## src/rtl/pmp_guard_pkg.sv

```systemverilog
package pmp_guard_pkg;

   typedef enum logic [1:0] {
      PRIV_U   = 2'd0,
      PRIV_S   = 2'd1,
      PRIV_RSV = 2'd2,
      PRIV_M   = 2'd3
   } priv_e;

   typedef enum logic [1:0] {
      ACC_READ  = 2'd0,
      ACC_WRITE = 2'd1,
      ACC_FETCH = 2'd2,
      ACC_RSV   = 2'd3
   } acc_e;

   typedef enum logic [1:0] {
      AM_OFF   = 2'd0,
      AM_TOR   = 2'd1,
      AM_NA4   = 2'd2,
      AM_NAPOT = 2'd3
   } amode_e;

   typedef struct packed {
      logic       lock;
      logic [1:0] spare;
      amode_e     amode;
      logic       x;
      logic       w;
      logic       r;
   } cfg_t;

   localparam int unsigned CFG_BITS = $bits(cfg_t);

   function automatic logic [2:0] rights_of(input logic [1:0] t);
      logic [2:0] v;
      case (t)
         ACC_READ:  v = 3'b001;
         ACC_WRITE: v = 3'b010;
         ACC_FETCH: v = 3'b100;
         default:   v = 3'b000;
      endcase
      return v;
   endfunction

endpackage

```

## src/rtl/pmp_eff_priv.sv

```systemverilog
module pmp_eff_priv
   import pmp_guard_pkg::*;
(
   input  logic [1:0] hart_priv,
   input  logic       mprv,
   input  logic [1:0] mpp,
   input  logic [1:0] acc_type,
   output logic [1:0] eff_priv
);
   logic redirect;

   always_comb begin
      redirect = (hart_priv == PRIV_M) && (acc_type != ACC_FETCH) && mprv;
      eff_priv = redirect ? mpp : hart_priv;
   end
endmodule

```

## src/rtl/pmp_entry_match.sv

```systemverilog
module pmp_entry_match
   import pmp_guard_pkg::*;
#(
   parameter int unsigned AW = 32
) (
   input  logic [1:0]    amode,
   input  logic [AW-1:0] addr_reg,
   input  logic [AW-1:0] lo_bound,
   input  logic [AW-1:0] first_w,
   input  logic [AW-1:0] last_w,
   output logic          hit_first,
   output logic          hit_last
);
   logic [AW-1:0] ones;
   logic [AW-1:0] keep;

   always_comb begin
      ones = addr_reg ^ (addr_reg + {{(AW-1){1'b0}}, 1'b1});
      keep = ~ones;
      hit_first = 1'b0;
      hit_last  = 1'b0;
      case (amode)
         AM_TOR: begin
            hit_first = (first_w >= lo_bound) && (first_w < addr_reg);
            hit_last  = (last_w  >= lo_bound) && (last_w  < addr_reg);
         end
         AM_NA4: begin
            hit_first = (first_w == addr_reg);
            hit_last  = (last_w  == addr_reg);
         end
         AM_NAPOT: begin
            hit_first = ((first_w ^ addr_reg) & keep) == '0;
            hit_last  = ((last_w  ^ addr_reg) & keep) == '0;
         end
         default: begin
            hit_first = 1'b0;
            hit_last  = 1'b0;
         end
      endcase
   end
endmodule

```

## src/rtl/pmp_rights_sel.sv

```systemverilog
module pmp_rights_sel
   import pmp_guard_pkg::*;
#(
   parameter int unsigned N = 4
) (
   input  logic [N-1:0]   hit_first,
   input  logic [N-1:0]   hit_last,
   input  logic [N-1:0]   lock,
   input  logic [3*N-1:0] rwx,
   input  logic [1:0]     eff_priv,
   input  logic [2:0]     want,
   output logic           allow,
   output logic           any_hit
);
   logic       done;
   logic [2:0] grant;

   always_comb begin
      allow   = (eff_priv == PRIV_M);
      any_hit = 1'b0;
      done    = 1'b0;
      grant   = 3'b000;
      for (int i = 0; i < int'(N); i++) begin
         if (!done && (hit_first[i] || hit_last[i])) begin
            done    = 1'b1;
            any_hit = 1'b1;
            if (hit_first[i] && hit_last[i]) begin
               grant = ((eff_priv == PRIV_M) && !lock[i]) ? 3'b111 : rwx[3*i +: 3];
               allow = |(grant & want);
            end else begin
               allow = 1'b0;
            end
         end
      end
   end
endmodule

```

## src/rtl/pmp_guard.sv

```systemverilog
module pmp_guard
   import pmp_guard_pkg::*;
#(
   parameter int unsigned NUM_ENTRIES = 4,
   parameter int unsigned PA_WIDTH    = 34
) (
   input  logic                                clk,
   input  logic                                rst_n,
   input  logic                                req_valid,
   input  logic [PA_WIDTH-1:0]                 req_addr,
   input  logic [1:0]                          req_size,
   input  logic [1:0]                          req_type,
   input  logic [1:0]                          hart_priv,
   input  logic                                mprv,
   input  logic [1:0]                          mpp,
   input  logic [NUM_ENTRIES*8-1:0]            entry_cfg,
   input  logic [NUM_ENTRIES*(PA_WIDTH-2)-1:0] entry_addr,
   output logic                                rsp_valid,
   output logic                                rsp_allow,
   output logic                                rsp_violation
);
   localparam int unsigned AW = PA_WIDTH - 2;

   if (NUM_ENTRIES < 1 || NUM_ENTRIES > 16) begin : g_bad_entries
      $error("pmp_guard: NUM_ENTRIES must lie in 1..16");
   end
   if (PA_WIDTH < 12 || PA_WIDTH > 64) begin : g_bad_width
      $error("pmp_guard: PA_WIDTH must lie in 12..64");
   end
   if (CFG_BITS != 8) begin : g_bad_cfg
      $error("pmp_guard: config record must be one byte");
   end

   logic [1:0]            eff_priv;
   logic [PA_WIDTH-1:0]   span;
   logic [PA_WIDTH-1:0]   last_b;
   logic [AW-1:0]         first_w;
   logic [AW-1:0]         last_w;
   logic [NUM_ENTRIES-1:0]   hit_first;
   logic [NUM_ENTRIES-1:0]   hit_last;
   logic [NUM_ENTRIES-1:0]   lock;
   logic [3*NUM_ENTRIES-1:0] rwx;
   logic [2*NUM_ENTRIES-1:0] unused_spare;
   logic                  allow;
   logic                  any_hit;

   pmp_eff_priv u_eff (
      .hart_priv (hart_priv),
      .mprv      (mprv),
      .mpp       (mpp),
      .acc_type  (req_type),
      .eff_priv  (eff_priv)
   );

   always_comb begin
      span = '0;
      case (req_size)
         2'd0:    span[2:0] = 3'd0;
         2'd1:    span[2:0] = 3'd1;
         2'd2:    span[2:0] = 3'd3;
         default: span[2:0] = 3'd7;
      endcase
      last_b  = req_addr + span;
      first_w = req_addr[PA_WIDTH-1:2];
      last_w  = last_b[PA_WIDTH-1:2];
   end

   for (genvar i = 0; i < NUM_ENTRIES; i++) begin : g_entry
      cfg_t          cfg;
      logic [AW-1:0] lo;

      assign cfg = cfg_t'(entry_cfg[8*i +: 8]);

      if (i == 0) begin : g_lo_zero
         assign lo = '0;
      end else begin : g_lo_prev
         assign lo = entry_addr[AW*(i-1) +: AW];
      end

      assign lock[i]                = cfg.lock;
      assign rwx[3*i +: 3]          = {cfg.x, cfg.w, cfg.r};
      assign unused_spare[2*i +: 2] = cfg.spare;

      pmp_entry_match #(.AW(AW)) u_match (
         .amode     (cfg.amode),
         .addr_reg  (entry_addr[AW*i +: AW]),
         .lo_bound  (lo),
         .first_w   (first_w),
         .last_w    (last_w),
         .hit_first (hit_first[i]),
         .hit_last  (hit_last[i])
      );
   end

   pmp_rights_sel #(.N(NUM_ENTRIES)) u_sel (
      .hit_first (hit_first),
      .hit_last  (hit_last),
      .lock      (lock),
      .rwx       (rwx),
      .eff_priv  (eff_priv),
      .want      (rights_of(req_type)),
      .allow     (allow),
      .any_hit   (any_hit)
   );

   always_ff @(posedge clk or negedge rst_n) begin
      if (!rst_n) begin
         rsp_valid     <= 1'b0;
         rsp_allow     <= 1'b0;
         rsp_violation <= 1'b0;
      end else begin
         rsp_valid     <= req_valid;
         rsp_allow     <= req_valid & allow;
         rsp_violation <= req_valid & ~allow;
      end
   end
endmodule

```

## config.mk

```make
export PLATFORM = sky130hd
export DESIGN_NAME = pmp_guard
export DESIGN_NICKNAME = d
export VERILOG_FILES = /design/src/rtl/pmp_guard_pkg.sv /design/src/rtl/pmp_eff_priv.sv /design/src/rtl/pmp_entry_match.sv /design/src/rtl/pmp_rights_sel.sv /design/src/rtl/pmp_guard.sv
export SDC_FILE = /design/constraint.sdc
export NUM_CORES = 1
export LEC_CHECK = 0
export ABC_CLOCK_PERIOD_IN_PS = 1100
export BUFFER_PORTS_ARGS = -buffer_cell sky130_fd_sc_hd__buf_4
export CORE_ASPECT_RATIO = 1.5
export CORE_UTILIZATION = 33
export CTS_BUF_LIST = sky130_fd_sc_hd__clkbuf_16
export DETAILED_ROUTE_END_ITERATION = 6
export PLACE_DENSITY = 0.54
export SYNTH_ARGS = -nofsm -noshare
export SYNTH_HDL_FRONTEND = slang
export SYNTH_SLANG_ARGS = --single-unit
export TNS_END_PERCENT = 5
```

## constraint.sdc

```tcl
create_clock -name clk -period 1.1 [get_ports clk]
set_clock_uncertainty 0.05 [all_clocks]
set_input_delay 0.055 -clock clk [delete_from_list [all_inputs] [get_ports clk]]
set_output_delay 0.055 -clock clk [all_outputs]
set_load 0.005 [all_outputs]
```

[Word level (Yosys, flattened, before mapping)]
Cells that the tools add are included.
Word-level totals
  flip-flop bits (word level): 3
  bits of input ports: 206
  output and inout port bits: 3
  logic and storage cells: 154
Cells by class
  add/sub/neg operators: 5
  $lt $le $gt $ge: 16
  equality and inequality tests: 27
  muxes and demuxes: 26
  bitwise operators: 31
  reduce and logical (&&, ||, !) cells: 46
Operator list (number)
  XOR 32 bit: 12
  bitwise AND 32 bit: 8
  equality test 32 bit: 8
  logical NOT 32 bit: 8
  < comparator 32 bit: 8
  >= comparator 32 bit: 6
  adder 32 x 1 -> 32 bit (second input constant): 4
  inverter 32 bit: 4
  >= comparator 32 x 1 -> 1 bit (second input constant): 2
  adder 34 x 3 -> 34 bit: 1
  equality test 2 bit (second input constant): 12
  one-hot mux 1 bit (3 select lines): 8
  logical AND 1 bit: 21
  one-hot mux 3 bit (3 select lines): 2
  bitwise AND 3 bit: 4
  equality test 2 x 1 -> 1 bit (second input constant): 6
  two-way mux 3 bit: 4
  OR reduction 3 bit: 4
  two-way mux 1 bit: 11
  logical NOT 1 bit: 7
  logical NOT 2 bit: 2
  logical OR 1 bit: 4
  bitwise AND 1 bit: 2
  two-way mux 2 bit: 1
  other kinds (2): 2

[Longest topological paths before layout]
Gate-level depths: netlist of the first run.
  depth in word-level cells: 20
  gate-level depth with buffers: 23
  mapped depth without buffers: 22

[By module]
A second synthesis of the first run with hierarchy kept.
Unflattened totals
  cell total of the unflattened synthesis: 2219
  area, all modules: 16250.6 µm²
By module, submodules not included
  pmp_entry_match: instances 4, cells each 514, area each 3726.1 µm²
  pmp_guard: instances 1, cells each 125, area each 1098.6 µm²
  pmp_rights_sel: instances 1, cells each 31, area each 201.4 µm²
  pmp_eff_priv: instances 1, cells each 7, area each 46.3 µm²

[Worst setup path before layout of the first run]
OpenSTA, ideal clock, no wires.
  kind: input-to-reg
  start point: in req_size[1]
  end point: reg rsp_allow
  data arrival time: 4.719 ns
  data required time: 0.930 ns
  path slack: -3.790 ns
  stages: 22
  path buffers: 1
  cell sequence: clkbuf_1 ha_1 o211a_1 o21a_1 o2111ai_1 nor4_1 and4_1 and4_1 nand4_1 nor3_1 nand2_1 xnor2_1 ha_1 nand2_1 o21ai_0 nor3_1 o311a_1 a221oi_1 a311o_2 and4b_2 or4_4 and4_1
On the way
  longest elaborated chain between the ends: 19
Ends and longest elaborated chain
  start: declaration: line pmp_guard.sv:11  | input logic [1:0] req_size,
  equality test 2 bit, or another cell as far along: line pmp_guard.sv:57  | case (req_size)
  one-hot mux 3 bit (3 select lines) (*): line pmp_guard.sv:57
  adder 34 x 3 -> 34 bit (*): line pmp_guard.sv:63  | last_b = req_addr + span;
  parallel branches: the longest is 14 deep, another holds >= comparator 32 x 1 -> 1 bit
  two-way mux 1 bit (*): line pmp_rights_sel.sv:24  | if (!done && (hit_first[i] || hit_last[i])) begin
  bitwise AND 1 bit (*): line pmp_guard.sv:113  | rsp_allow <= req_valid & allow;
  end signal: assignment: line pmp_guard.sv:113
  end: declaration: line pmp_guard.sv:19  | output logic rsp_allow,
Mark *: on every way between the ends.

[Final worst setup path of the first run]
Same ends and word-level chain as after synthesis.

==> report_table.html, run 1 <==
<table>
<tr><th>Metric</th><th>Value</th></tr>
<tr><th colspan="2">Power</th></tr>
<tr><td>Internal</td><td>roughly 4.6 mW</td></tr>
<tr><td>Logic gate share of total power</td><td>91.6%</td></tr>
<tr><td>Switching power</td><td>between 3 and 4 mW</td></tr>
<tr><td>Sw Ratio</td><td>about 46%</td></tr>
<tr><td>Pwr/cell area</td><td>469 mW/mm^2</td></tr>
<tr><td>Peak ir drop on the vdd network</td><td>just under 0.4 mV</td></tr>
<tr><td>Leakage Power</td><td>~9.4 nW</td></tr>
<tr><td>Clock power share</td><td>6.9%</td></tr>
<tr><td>Register share of total power</td><td>about 1.5%</td></tr>
<tr><th colspan="2">Route</th></tr>
<tr><td>TritonRoute pass-1 iters</td><td>5</td></tr>
<tr><td>Mean number of vias per cell</td><td>approximately 5.6</td></tr>
<tr><td>Number of antenna-violating nets in the routed design</td><td>0</td></tr>
<tr><td>DRT iter0 DRCs</td><td>roughly 930</td></tr>
<tr><td>Via count</td><td>about 15000</td></tr>
<tr><td>DRC errors left</td><td>0</td></tr>
<tr><td>Total wire length after detailed routing</td><td>59.3 mm</td></tr>
<tr><td>Routed wirelength normalized by instance count</td><td>roughly 22 um</td></tr>
<tr><th colspan="2">CTS</th></tr>
<tr><td>Total CTS buffers</td><td>3</td></tr>
<tr><td>Max Root-Sink Buffers</td><td>2</td></tr>
<tr><td>Clk root buf</td><td>sky130_fd_sc_hd__clkbuf_16</td></tr>
<tr><td>Clock net sink count</td><td>3</td></tr>
<tr><td>Clock input transition at the sequential cells of the worst setup and hold paths</td><td>roughly 0.03 ns</td></tr>
<tr><td>CTS tree</td><td>built</td></tr>
<tr><td>Number of levels in the clock H-tree</td><td>1</td></tr>
<tr><th colspan="2">Finish</th></tr>
<tr><td>Diode count</td><td>0</td></tr>
<tr><td>Signed area change from the synthesized netlist to the final layout</td><td>81.7%</td></tr>
<tr><td>Share of post-route cells with drive strength above 1</td><td>43.7%</td></tr>
<tr><td>Layout Cells excl Fill</td><td>2720</td></tr>
<tr><td>Final net count</td><td>2795</td></tr>
<tr><td>Final Core Density</td><td>around three fifths</td></tr>
<tr><td>Area of all placed cells without fillers</td><td>roughly 0.018 mm^2</td></tr>
<tr><th colspan="2">Worst setup path</th></tr>
<tr><td>Crit Path Max Fanout</td><td>5</td></tr>
<tr><td>Worst path required time</td><td>about 1.2 ns</td></tr>
<tr><td>Startpoint types</td><td>input pin</td></tr>
<tr><td>Data arrival, critical path</td><td>~4.7 ns</td></tr>
<tr><td>Critical Path End Type</td><td>register</td></tr>
<tr><td>Critical path start-end classification</td><td>in -&gt; reg</td></tr>
<tr><th colspan="2">Timing</th></tr>
<tr><td>Max Freq</td><td>around 0.22 GHz</td></tr>
<tr><td>Number of slew-limit violations in the final report</td><td>0</td></tr>
<tr><td>Number of endpoints failing setup at the final stage</td><td>2</td></tr>
<tr><td>Worst-case setup margin in the final layout</td><td>-3.51 ns</td></tr>
<tr><td>Final worst-path cycle share</td><td>419%</td></tr>
<tr><td>Relative slew slack</td><td>about 40%</td></tr>
<tr><td>RSZ-0062 raised after global routing</td><td>true</td></tr>
<tr><td>Final period demand of the worst path</td><td>between 4 and 5 ns</td></tr>
<tr><td>Final hold slack</td><td>around 0.13 ns</td></tr>
<tr><td>Final hold viol count</td><td>0</td></tr>
<tr><td>Slew of the pin with the lowest slew margin</td><td>roughly 0.91 ns</td></tr>
<tr><th colspan="2">Synthesis</th></tr>
<tr><td>Primary FF master, synth</td><td>sky130_fd_sc_hd__dfrtp_1</td></tr>
<tr><td>Synth Area in Compound Gates</td><td>roughly 29%</td></tr>
<tr><td>Post-synthesis instance total</td><td>~1400</td></tr>
<tr><td>Number of distinct library cells after synthesis</td><td>64</td></tr>
<tr><td>Average footprint of a synthesized cell</td><td>7.03 um^2</td></tr>
<tr><td>Share of synthesized cell area in and, or, nand and nor gates</td><td>28.3%</td></tr>
<tr><td>Share of synthesized flip-flops with an asynchronous set or reset</td><td>100%</td></tr>
<tr><td>Register bit count reported by yosys</td><td>3</td></tr>
<tr><td>Share of the yosys chip area belonging to registers</td><td>less than 1%</td></tr>
<tr><td>Dominant combinational cell family by area after synthesis</td><td>adder cells</td></tr>
<tr><td>Number of enable flip-flop cells after synthesis</td><td>0</td></tr>
<tr><td>Cell area after synthesis</td><td>just under 0.01 mm^2</td></tr>
<tr><td>Adder and majority cell fraction of the synthesized area</td><td>33.1%</td></tr>
<tr><td>Fraction of synthesized area in multiplexers</td><td>0%</td></tr>
<tr><td>Post-Synth XOR/XNOR Area</td><td>~3.1%</td></tr>
<tr><td>Number of synthesis warnings</td><td>0</td></tr>
<tr><td>Post-synth net total</td><td>between 1500 and 2000</td></tr>
<tr><th colspan="2">Floorplan</th></tr>
<tr><td>Floorplan row count</td><td>between 70 and 80</td></tr>
<tr><td>Horizontal die dimension</td><td>~140 um</td></tr>
<tr><td>Height of the die</td><td>~210 um</td></tr>
<tr><td>Area of the core</td><td>a little under 0.03 mm^2</td></tr>
<tr><td>Count of boundary I/O pins</td><td>roughly 210</td></tr>
<tr><td>Initial Util</td><td>between 30% and 40%</td></tr>
<tr><td>Overall die area</td><td>roughly 0.031 mm^2</td></tr>
<tr><th colspan="2">Global routing</th></tr>
<tr><td>Largest net degree at the start of global routing</td><td>12</td></tr>
<tr><td>Number of global-route vias before repair</td><td>~16000</td></tr>
<tr><td>Aggregate global routing overflow</td><td>0</td></tr>
<tr><td>Overall track demand over capacity in global routing</td><td>between 30% and 40%</td></tr>
<tr><td>Wire length of the first global-routing pass</td><td>between 80 and 90 mm</td></tr>
<tr><td>Initial antenna violation count</td><td>2</td></tr>
<tr><th colspan="2">Placed design</th></tr>
<tr><td>Pre-CTS setup slack</td><td>-4.19 ns</td></tr>
<tr><td>Inst Count DP</td><td>2699</td></tr>
<tr><td>Number of I/O port buffers</td><td>200</td></tr>
<tr><td>DP HPWL</td><td>about 52 mm</td></tr>
<tr><td>Cell area after placement</td><td>~0.017 mm^2</td></tr>
<tr><td>Placer's final routability congestion estimate</td><td>approximately 1.1</td></tr>
<tr><th colspan="2">Hold path</th></tr>
<tr><td>Class of the worst hold path</td><td>in -&gt; async</td></tr>
<tr><th colspan="2">Status</th></tr>
<tr><td>Violated checks</td><td>setup timing</td></tr>
<tr><td>Result of the run</td><td>complete, but fails checks</td></tr>
<tr><th colspan="2">Job</th></tr>
<tr><td>Count of maximum capacitance violations</td><td>0</td></tr>
</table>
-- logic make-up (layout without fill, tap and decap cells) --
logic type / Yosys count / in the layout
buf+inv: 162 / 1073
flops: 3 / 3
simple gates: 511 / 511
xor+xnor: 35 / 35
compound gates: 440 / 440
fa+ha+maj: 263 / 263
-- power by group through the flow --
stage | clock [mW] | sequential (mW) | combinational (mW)
detailed placement | 0 | 0.129 | 7.36
global placement | 0 | 0.129 | 7.29
floorplan | 0 | 0.124 | 2.89
global route | 0.595 | 0.128 | 8.36
CTS | 0.590 | 0.128 | 7.61
finish | 0.586 | 0.129 | 7.76
-- per-stage QoR --
stage / TNS (ns) / power (mW)
after floorplan: -6.95 / 3.01
after global placement: -7.94 / 7.42
after detailed placement: -8.35 / 7.49
after CTS: -6.83 / 8.32
after global routing: -7.40 / 9.09
final: -7.01 / 8.48
-- placed cells by master (no fill, tap or decap), types with 9 or more instances in the layout --
cell / count
sky130_fd_sc_hd__a211oi_1: 10
sky130_fd_sc_hd__a21o_1: 34
sky130_fd_sc_hd__a21oi_1: 157
sky130_fd_sc_hd__a31oi_1: 58
sky130_fd_sc_hd__a41oi_1: 13
sky130_fd_sc_hd__and2_1: 10
sky130_fd_sc_hd__and3_1: 18
sky130_fd_sc_hd__and4_1: 24
sky130_fd_sc_hd__buf_4: 908
sky130_fd_sc_hd__ha_1: 253
sky130_fd_sc_hd__ha_4: 10
sky130_fd_sc_hd__inv_1: 148
sky130_fd_sc_hd__nand2_1: 79
sky130_fd_sc_hd__nand3_1: 39
sky130_fd_sc_hd__nand4_1: 77
sky130_fd_sc_hd__nor2_1: 83
sky130_fd_sc_hd__nor2b_1: 19
sky130_fd_sc_hd__nor3_1: 46
sky130_fd_sc_hd__nor4_1: 39
sky130_fd_sc_hd__nor4_2: 9
sky130_fd_sc_hd__o211ai_1: 24
sky130_fd_sc_hd__o21ai_0: 29
sky130_fd_sc_hd__o221ai_1: 11
sky130_fd_sc_hd__o22ai_1: 23
sky130_fd_sc_hd__or4_1: 11
sky130_fd_sc_hd__xnor2_1: 12
sky130_fd_sc_hd__xor2_1: 12
-- final cells by class --
type,instances,area [um^2]
clock inverters,1,3.75
fillers,2884,11500
clock buffers,3,75.1
inverters,148,556
flip-flops and latches,3,75.1
multi-input cells,1249,9830
repair buffers,921,7030
well taps,395,494
-- state kept, by name, summed over array words and instances, names as in the netlist --
register	count
rsp_allow	1
rsp_valid	1
rsp_violation	1
-- critical path, stage by stage --
cell	delay (ns)
sky130_fd_sc_hd__buf_8	0.10
sky130_fd_sc_hd__and2_4	0.16
sky130_fd_sc_hd__ha_4	0.26
sky130_fd_sc_hd__o21a_1	0.18
sky130_fd_sc_hd__o2111ai_4	0.15
sky130_fd_sc_hd__nor4_4	0.15
sky130_fd_sc_hd__buf_4	0.18
sky130_fd_sc_hd__and2_4	0.17
sky130_fd_sc_hd__nand3_4	0.10
sky130_fd_sc_hd__nor3_4	0.22
sky130_fd_sc_hd__buf_4	0.13
sky130_fd_sc_hd__buf_4	0.09
sky130_fd_sc_hd__buf_4	0.09
sky130_fd_sc_hd__xor2_1	0.14
sky130_fd_sc_hd__buf_4	0.18
sky130_fd_sc_hd__ha_1	0.29
sky130_fd_sc_hd__a21oi_1	0.17
sky130_fd_sc_hd__o21ai_1	0.13
sky130_fd_sc_hd__nor2b_1	0.17
sky130_fd_sc_hd__o311a_4	0.23
sky130_fd_sc_hd__a221oi_2	0.06
sky130_fd_sc_hd__a311o_2	0.34
sky130_fd_sc_hd__and4b_2	0.24
sky130_fd_sc_hd__or4_4	0.48
sky130_fd_sc_hd__and4_1	0.20
-- layer usage --
metal / wire length [um] / part of all wire [%] / track usage, % / vias to the layer above
met5: 22 / 0.037 / 0 / -
met4: 4450 / 7.5 / 23.9 / 4
li1: - / - / - / 7417
met3: 3230 / 5.4 / 4.18 / 199
met1: 22600 / 38 / 42.9 / 7129
met2: 29000 / 49 / 68.1 / 611
-- Yosys cell counts (25+ instances only) --
cell type	n	share of area, %
sky130_fd_sc_hd__and4_1	25	2.2
sky130_fd_sc_hd__ha_1	263	33
sky130_fd_sc_hd__nor2_1	84	3.2
sky130_fd_sc_hd__nor3_1	50	2.5
sky130_fd_sc_hd__o21ai_0	33	1.7
sky130_fd_sc_hd__nor4_1	48	3.0
sky130_fd_sc_hd__a31oi_1	58	3.7
sky130_fd_sc_hd__inv_1	148	5.6
sky130_fd_sc_hd__a21o_1	34	2.6
sky130_fd_sc_hd__nand2_1	83	3.1
sky130_fd_sc_hd__nand4_1	77	4.8
sky130_fd_sc_hd__a21oi_1	161	8.1
sky130_fd_sc_hd__nand3_1	45	2.3
-- path summary, 6_finish.rpt --
path / start / to / cells past startpoint
worst max-delay path: req_size[1] / rsp_allow / 25
worst min-delay path: rst_n / rsp_valid / 2
max in group asynchronous: rst_n / rsp_allow / 2
min in group clk: req_valid / rsp_valid / 2
-- timing repair --
action | CTS | global route
endpoints found under the setup margin | 2 | 2
hold buffers | 2 | 0
gates resized for setup | 71 | 5
hold endpoints to repair | 4 | 0
setup buffers | 17 | 0
pin swaps | 55 | 3
No activity file was read; power rests on OpenSTA's default activity.
==> inputs of run 2 (changes only) <==
--- a/config.mk
+++ b/config.mk
@@ -11,8 +11,9 @@
 export CORE_UTILIZATION = 33
 export CTS_BUF_LIST = sky130_fd_sc_hd__clkbuf_16
 export DETAILED_ROUTE_END_ITERATION = 6
-export PLACE_DENSITY = 0.54
+export PLACE_DENSITY = 0.51
 export SYNTH_ARGS = -nofsm -noshare
 export SYNTH_HDL_FRONTEND = slang
+export SYNTH_HIERARCHICAL = 1
 export SYNTH_SLANG_ARGS = --single-unit
-export TNS_END_PERCENT = 5
+export TNS_END_PERCENT = 100
==> constraint.sdc (replaced) <==
create_clock -name clk -period 1.1 [get_ports clk]
set_clock_uncertainty 0.05 [all_clocks]
set_input_delay 0.055 -clock clk [delete_from_list [all_inputs] [get_ports clk]]
set_output_delay 0.055 -clock clk [all_outputs]
set_load 0.1 [all_outputs]
==> run 2 against run 1 <==
The flow still finishes with violations (setup timing); non-clock buffer count is 218 higher; critical path type unchanged; synthesized cell count is 57% higher; largest cell class unchanged; final area is 46% higher; hold slack worse by 0.027 ns; clock power hardly changed; final cell count is 48% higher.
==> report_table.html, run 2 <==
<table>
<tr><th>Metric</th><th>Value</th></tr>
<tr><th colspan="2">Timing</th></tr>
<tr><td>Slew of the pin with the lowest slew margin</td><td>0.726 ns (was 0.909 ns)</td></tr>
<tr><td>RSZ-0062 raised after global routing</td><td>true (unchanged)</td></tr>
<tr><td>Number of slew-limit violations in the final report</td><td>0 (unchanged)</td></tr>
<tr><td>Number of endpoints failing setup at the final stage</td><td>2 (unchanged)</td></tr>
<tr><td>Final period demand of the worst path</td><td>4.80 ns (was 4.61 ns)</td></tr>
<tr><td>Final worst-path cycle share</td><td>436% (was 419%)</td></tr>
<tr><td>Worst-case setup margin in the final layout</td><td>-3.70 ns (was -3.51 ns)</td></tr>
<tr><td>Final hold viol count</td><td>0 (unchanged)</td></tr>
<tr><td>Max Freq</td><td>0.209 GHz (was 0.217 GHz)</td></tr>
<tr><td>Relative slew slack</td><td>50.3% (was 39.1%)</td></tr>
<tr><th colspan="2">Worst setup path</th></tr>
<tr><td>Crit Path Max Fanout</td><td>7 (was 5)</td></tr>
<tr><td>Start point of the critical path</td><td>req_size[0] (was req_size[1])</td></tr>
<tr><td>Data arrival, critical path</td><td>4.86 ns (was 4.68 ns)</td></tr>
<tr><td>Startpoint types</td><td>input pin (unchanged)</td></tr>
<tr><td>Worst path required time</td><td>1.17 ns (was 1.16 ns)</td></tr>
<tr><td>Critical Path End Type</td><td>register (unchanged)</td></tr>
<tr><td>Crit path capture</td><td>rsp_allow (unchanged)</td></tr>
<tr><td>Critical path start-end classification</td><td>in -&gt; reg (unchanged)</td></tr>
<tr><th colspan="2">CTS</th></tr>
<tr><td>Max Root-Sink Buffers</td><td>2 (unchanged)</td></tr>
<tr><td>Clock net sink count</td><td>3 (unchanged)</td></tr>
<tr><td>Number of levels in the clock H-tree</td><td>1 (unchanged)</td></tr>
<tr><td>Clock input transition at the sequential cells of the worst setup and hold paths</td><td>0.03 ns (about the same)</td></tr>
<tr><td>Clk root buf</td><td>sky130_fd_sc_hd__clkbuf_16 (unchanged)</td></tr>
<tr><td>CTS tree</td><td>built (unchanged)</td></tr>
<tr><td>Total CTS buffers</td><td>3 (unchanged)</td></tr>
<tr><th colspan="2">Synthesis</th></tr>
<tr><td>Top cell type by total area after synthesis</td><td>sky130_fd_sc_hd__ha_1 (unchanged)</td></tr>
<tr><td>Cell area after synthesis</td><td>0.0163 mm^2 (was 0.00994 mm^2)</td></tr>
<tr><td>Share of the yosys chip area belonging to registers</td><td>0.462% (was 0.755%)</td></tr>
<tr><td>Top cells by count, synth</td><td>sky130_fd_sc_hd__ha_1, sky130_fd_sc_hd__inv_1, sky130_fd_sc_hd__a21oi_1 (was sky130_fd_sc_hd__ha_1, sky130_fd_sc_hd__a21oi_1, sky130_fd_sc_hd__inv_1)</td></tr>
<tr><td>Most repeated cell in the gate-level netlist after synthesis</td><td>sky130_fd_sc_hd__ha_1 (unchanged)</td></tr>
<tr><td>Number of enable flip-flop cells after synthesis</td><td>0 (unchanged)</td></tr>
<tr><td>Number of distinct library cells after synthesis</td><td>71 (was 64)</td></tr>
<tr><td>Number of synthesis warnings</td><td>6 (was 0)</td></tr>
<tr><td>Register bit count reported by yosys</td><td>3 (unchanged)</td></tr>
<tr><td>Average footprint of a synthesized cell</td><td>7.32 um^2 (was 7.03 um^2)</td></tr>
<tr><td>Area fraction of the dominant cell type after synthesis</td><td>39.9% (was 33.1%)</td></tr>
<tr><td>Share of synthesized flip-flops with an asynchronous set or reset</td><td>100% (unchanged)</td></tr>
<tr><td>Post-synthesis instance total</td><td>2219 (was 1414)</td></tr>
<tr><td>Primary FF master, synth</td><td>sky130_fd_sc_hd__dfrtp_1 (unchanged)</td></tr>
<tr><td>Synth area leaders</td><td>sky130_fd_sc_hd__ha_1, sky130_fd_sc_hd__a21oi_1, sky130_fd_sc_hd__inv_1 (unchanged)</td></tr>
<tr><th colspan="2">Power</th></tr>
<tr><td>Sw Ratio</td><td>49.2% (was 46.3%)</td></tr>
<tr><td>Power after layout</td><td>12.0 mW (was 8.48 mW)</td></tr>
<tr><td>Clock power share</td><td>4.9% (was 6.9%)</td></tr>
<tr><td>Register share of total power</td><td>1.0% (was 1.5%)</td></tr>
<tr><td>Peak ir drop on the vdd network</td><td>0.416 mV (was 0.394 mV)</td></tr>
<tr><td>Leakage Power</td><td>13.8 nW (was 9.37 nW)</td></tr>
<tr><td>Switching power</td><td>5.90 mW (was 3.92 mW)</td></tr>
<tr><td>Logic gate share of total power</td><td>94.1% (was 91.6%)</td></tr>
<tr><td>Pwr/cell area</td><td>456 mW/mm^2 (was 469 mW/mm^2)</td></tr>
<tr><td>Internal</td><td>6.08 mW (was 4.55 mW)</td></tr>
<tr><th colspan="2">Finish</th></tr>
<tr><td>Most common cell after layout, fill and taps aside</td><td>sky130_fd_sc_hd__buf_4 (unchanged)</td></tr>
<tr><td>Share of post-route cells with drive strength above 1</td><td>36.6% (was 43.7%)</td></tr>
<tr><td>Top Registers</td><td>rsp_allow (1), rsp_valid (1), rsp_violation (1) (unchanged)</td></tr>
<tr><td>Final net count</td><td>4095 (was 2795)</td></tr>
<tr><td>Final Core Density</td><td>54.0% (was 61.1%)</td></tr>
<tr><td>Filler Cell Count</td><td>4902 (was 2884)</td></tr>
<tr><td>Diode count</td><td>0 (unchanged)</td></tr>
<tr><td>Signed area change from the synthesized netlist to the final layout</td><td>61.9% (was 81.7%)</td></tr>
<tr><td>Commonest cells after routing, fill and taps aside</td><td>sky130_fd_sc_hd__buf_4, sky130_fd_sc_hd__ha_1, sky130_fd_sc_hd__inv_1, sky130_fd_sc_hd__a21oi_1, sky130_fd_sc_hd__nand2_1 (was sky130_fd_sc_hd__buf_4, sky130_fd_sc_hd__ha_1, sky130_fd_sc_hd__a21oi_1, sky130_fd_sc_hd__inv_1, sky130_fd_sc_hd__nor2_1)</td></tr>
<tr><th colspan="2">Placed design</th></tr>
<tr><td>DP HPWL</td><td>77.4 mm (was 52.3 mm)</td></tr>
<tr><td>Placer's final routability congestion estimate</td><td>1.04 (was 1.06)</td></tr>
<tr><td>Number of I/O port buffers</td><td>200 (unchanged)</td></tr>
<tr><th colspan="2">Floorplan</th></tr>
<tr><td>Area of the core</td><td>0.0487 mm^2 (was 0.0296 mm^2)</td></tr>
<tr><td>Initial Util</td><td>33.4% (was 33.6%)</td></tr>
<tr><td>Height of the die</td><td>274 um (was 215 um)</td></tr>
<tr><td>Overall die area</td><td>0.0502 mm^2 (was 0.0308 mm^2)</td></tr>
<tr><td>Floorplan row count</td><td>99 (was 77)</td></tr>
<tr><td>Horizontal die dimension</td><td>183 um (was 144 um)</td></tr>
<tr><td>Count of boundary I/O pins</td><td>209 (unchanged)</td></tr>
<tr><th colspan="2">Job</th></tr>
<tr><td>Count of maximum capacitance violations</td><td>0 (unchanged)</td></tr>
<tr><th colspan="2">Global routing</th></tr>
<tr><td>Initial antenna violation count</td><td>1 (was 2)</td></tr>
<tr><td>Largest net degree at the start of global routing</td><td>14 (was 12)</td></tr>
<tr><td>Aggregate global routing overflow</td><td>0 (unchanged)</td></tr>
<tr><td>Wire length of the first global-routing pass</td><td>126 mm (was 88.5 mm)</td></tr>
<tr><td>Overall track demand over capacity in global routing</td><td>33.1% (was 38.4%)</td></tr>
<tr><td>Number of global-route vias before repair</td><td>21900 (was 15700)</td></tr>
<tr><th colspan="2">Route</th></tr>
<tr><td>DRT iter0 DRCs</td><td>1482 (was 934)</td></tr>
<tr><td>Total wire length after detailed routing</td><td>85.5 mm (was 59.3 mm)</td></tr>
<tr><td>Mean number of vias per cell</td><td>5.47 (was 5.65)</td></tr>
<tr><td>TritonRoute pass-1 iters</td><td>7 (was 5)</td></tr>
<tr><td>Via count</td><td>22000 (was 15400)</td></tr>
<tr><td>Number of antenna-violating nets in the routed design</td><td>0 (unchanged)</td></tr>
<tr><td>DRC errors left</td><td>0 (unchanged)</td></tr>
<tr><td>Routed wirelength normalized by instance count</td><td>21.2 um (was 21.8 um)</td></tr>
<tr><th colspan="2">Hold path</th></tr>
<tr><td>Class of the worst hold path</td><td>in -&gt; async (unchanged)</td></tr>
<tr><th colspan="2">Status</th></tr>
<tr><td>Violated checks</td><td>setup timing (unchanged)</td></tr>
<tr><td>Result of the run</td><td>complete, but fails checks (unchanged)</td></tr>
</table>
## run 2: repair_timing
item | 4_1_cts | 5_1_grt
cloned | 1 | 0
endpoints found under the hold margin | 4 | 0
setup buffers | 5 | 14
gates resized for setup | 25 | 46
hold buffers | 2 | 0
pin swaps | 10 | 31
setup endpoints to repair | 2 | 2
## run 2: power by group through the flow
| stage | clock network (mW) | logic, mW | registers (mW) |
|---|---|---|---|
| after floorplan | 0 | 4.70 | 0.173 |
| after global placement | 0 | 10.6 | 0.121 |
| after detailed placement | 0 | 10.8 | 0.121 |
| after CTS | 0.590 | 11.0 | 0.120 |
| after global routing | 0.599 | 12.3 | 0.121 |
| final | 0.587 | 11.3 | 0.120 |
## run 2: how the worst min path moves through the flow
stage               start             to  slack [ns]
finish              rst_n      rsp_allow        0.11
global route        rst_n      rsp_allow        0.11
CTS                 rst_n      rsp_valid        0.10
detailed placement  rst_n  rsp_violation       -0.20
global placement    rst_n      rsp_valid       -0.21
floorplan           rst_n      rsp_allow       -0.29
## run 2: logic make-up (layout without fill, tap and decap cells)
group | Yosys count | after routing | synth area share [%]
other | 1 | 33 | 0.0231
DFF | 3 | 3 | 0.462
xor gates and xnor gates | 35 | 35 | 1.89
AOI/OAI and AO/OA | 616 | 616 | 24.1
adders and majority gates | 518 | 518 | 39.9
and+or+nand+nor | 741 | 741 | 26.3
buffers and inverters | 305 | 1424 | 7.35
## run 2: layout make-up
type	instances	area, um^2	share of cell area (%)
timing repair buffer	1139	8720	33.2
clock inverter	1	3.75	0.0143
multi-input combinational	1943	15600	59.1
clock buffer	3	75.1	0.285
tap	656	821	3.12
inverter	281	1050	4.01
sequential	3	75.1	0.285
## run 2: worst max-delay path, stage by stage
cell and delay [ns]:
sky130_fd_sc_hd__buf_6 0.09, sky130_fd_sc_hd__and2_4 0.15, sky130_fd_sc_hd__ha_4 0.25, sky130_fd_sc_hd__buf_4 0.14, sky130_fd_sc_hd__o21a_4 0.12, sky130_fd_sc_hd__o211ai_1 0.28, sky130_fd_sc_hd__xnor2_2 0.13, sky130_fd_sc_hd__buf_6 0.16
sky130_fd_sc_hd__ha_1 0.30, sky130_fd_sc_hd__a21oi_1 0.06, sky130_fd_sc_hd__or4_4 0.55, sky130_fd_sc_hd__a211o_1 0.30, sky130_fd_sc_hd__or4_4 0.53, sky130_fd_sc_hd__or4_4 0.43, sky130_fd_sc_hd__o41ai_2 0.34, sky130_fd_sc_hd__a21o_1 0.20
sky130_fd_sc_hd__or4_4 0.18, sky130_fd_sc_hd__or4_4 0.12, sky130_fd_sc_hd__o22a_1 0.13, sky130_fd_sc_hd__nand4_1 0.15, sky130_fd_sc_hd__and2_1 0.19
## run 2: stage by stage
step / setup WS, ns / TNS (ns) / hold slack (ns) / area [um^2] / instances
after CTS: -3.68 / -7.31 / 0.104 / 25900 / 4012
final: -3.70 / -7.31 / 0.105 / 26300 / 4026
after global routing: -3.86 / -7.64 / 0.114 / 26300 / 4026
after floorplan: -3.32 / -6.63 / -0.291 / 16500 / 2251
after detailed placement: -4.22 / -8.43 / -0.204 / 25700 / 4000
after global placement: -4.21 / -8.41 / -0.207 / 25700 / 4000
## run 2: layer usage
layer	routed length (um)	vias up	global-route usage, %
li1	-	10900	-
met3	3670	143	1.41
met1	36700	10300	41.9
met4	3870	0	12.7
met5	0	-	0
met2	41200	700	58.8
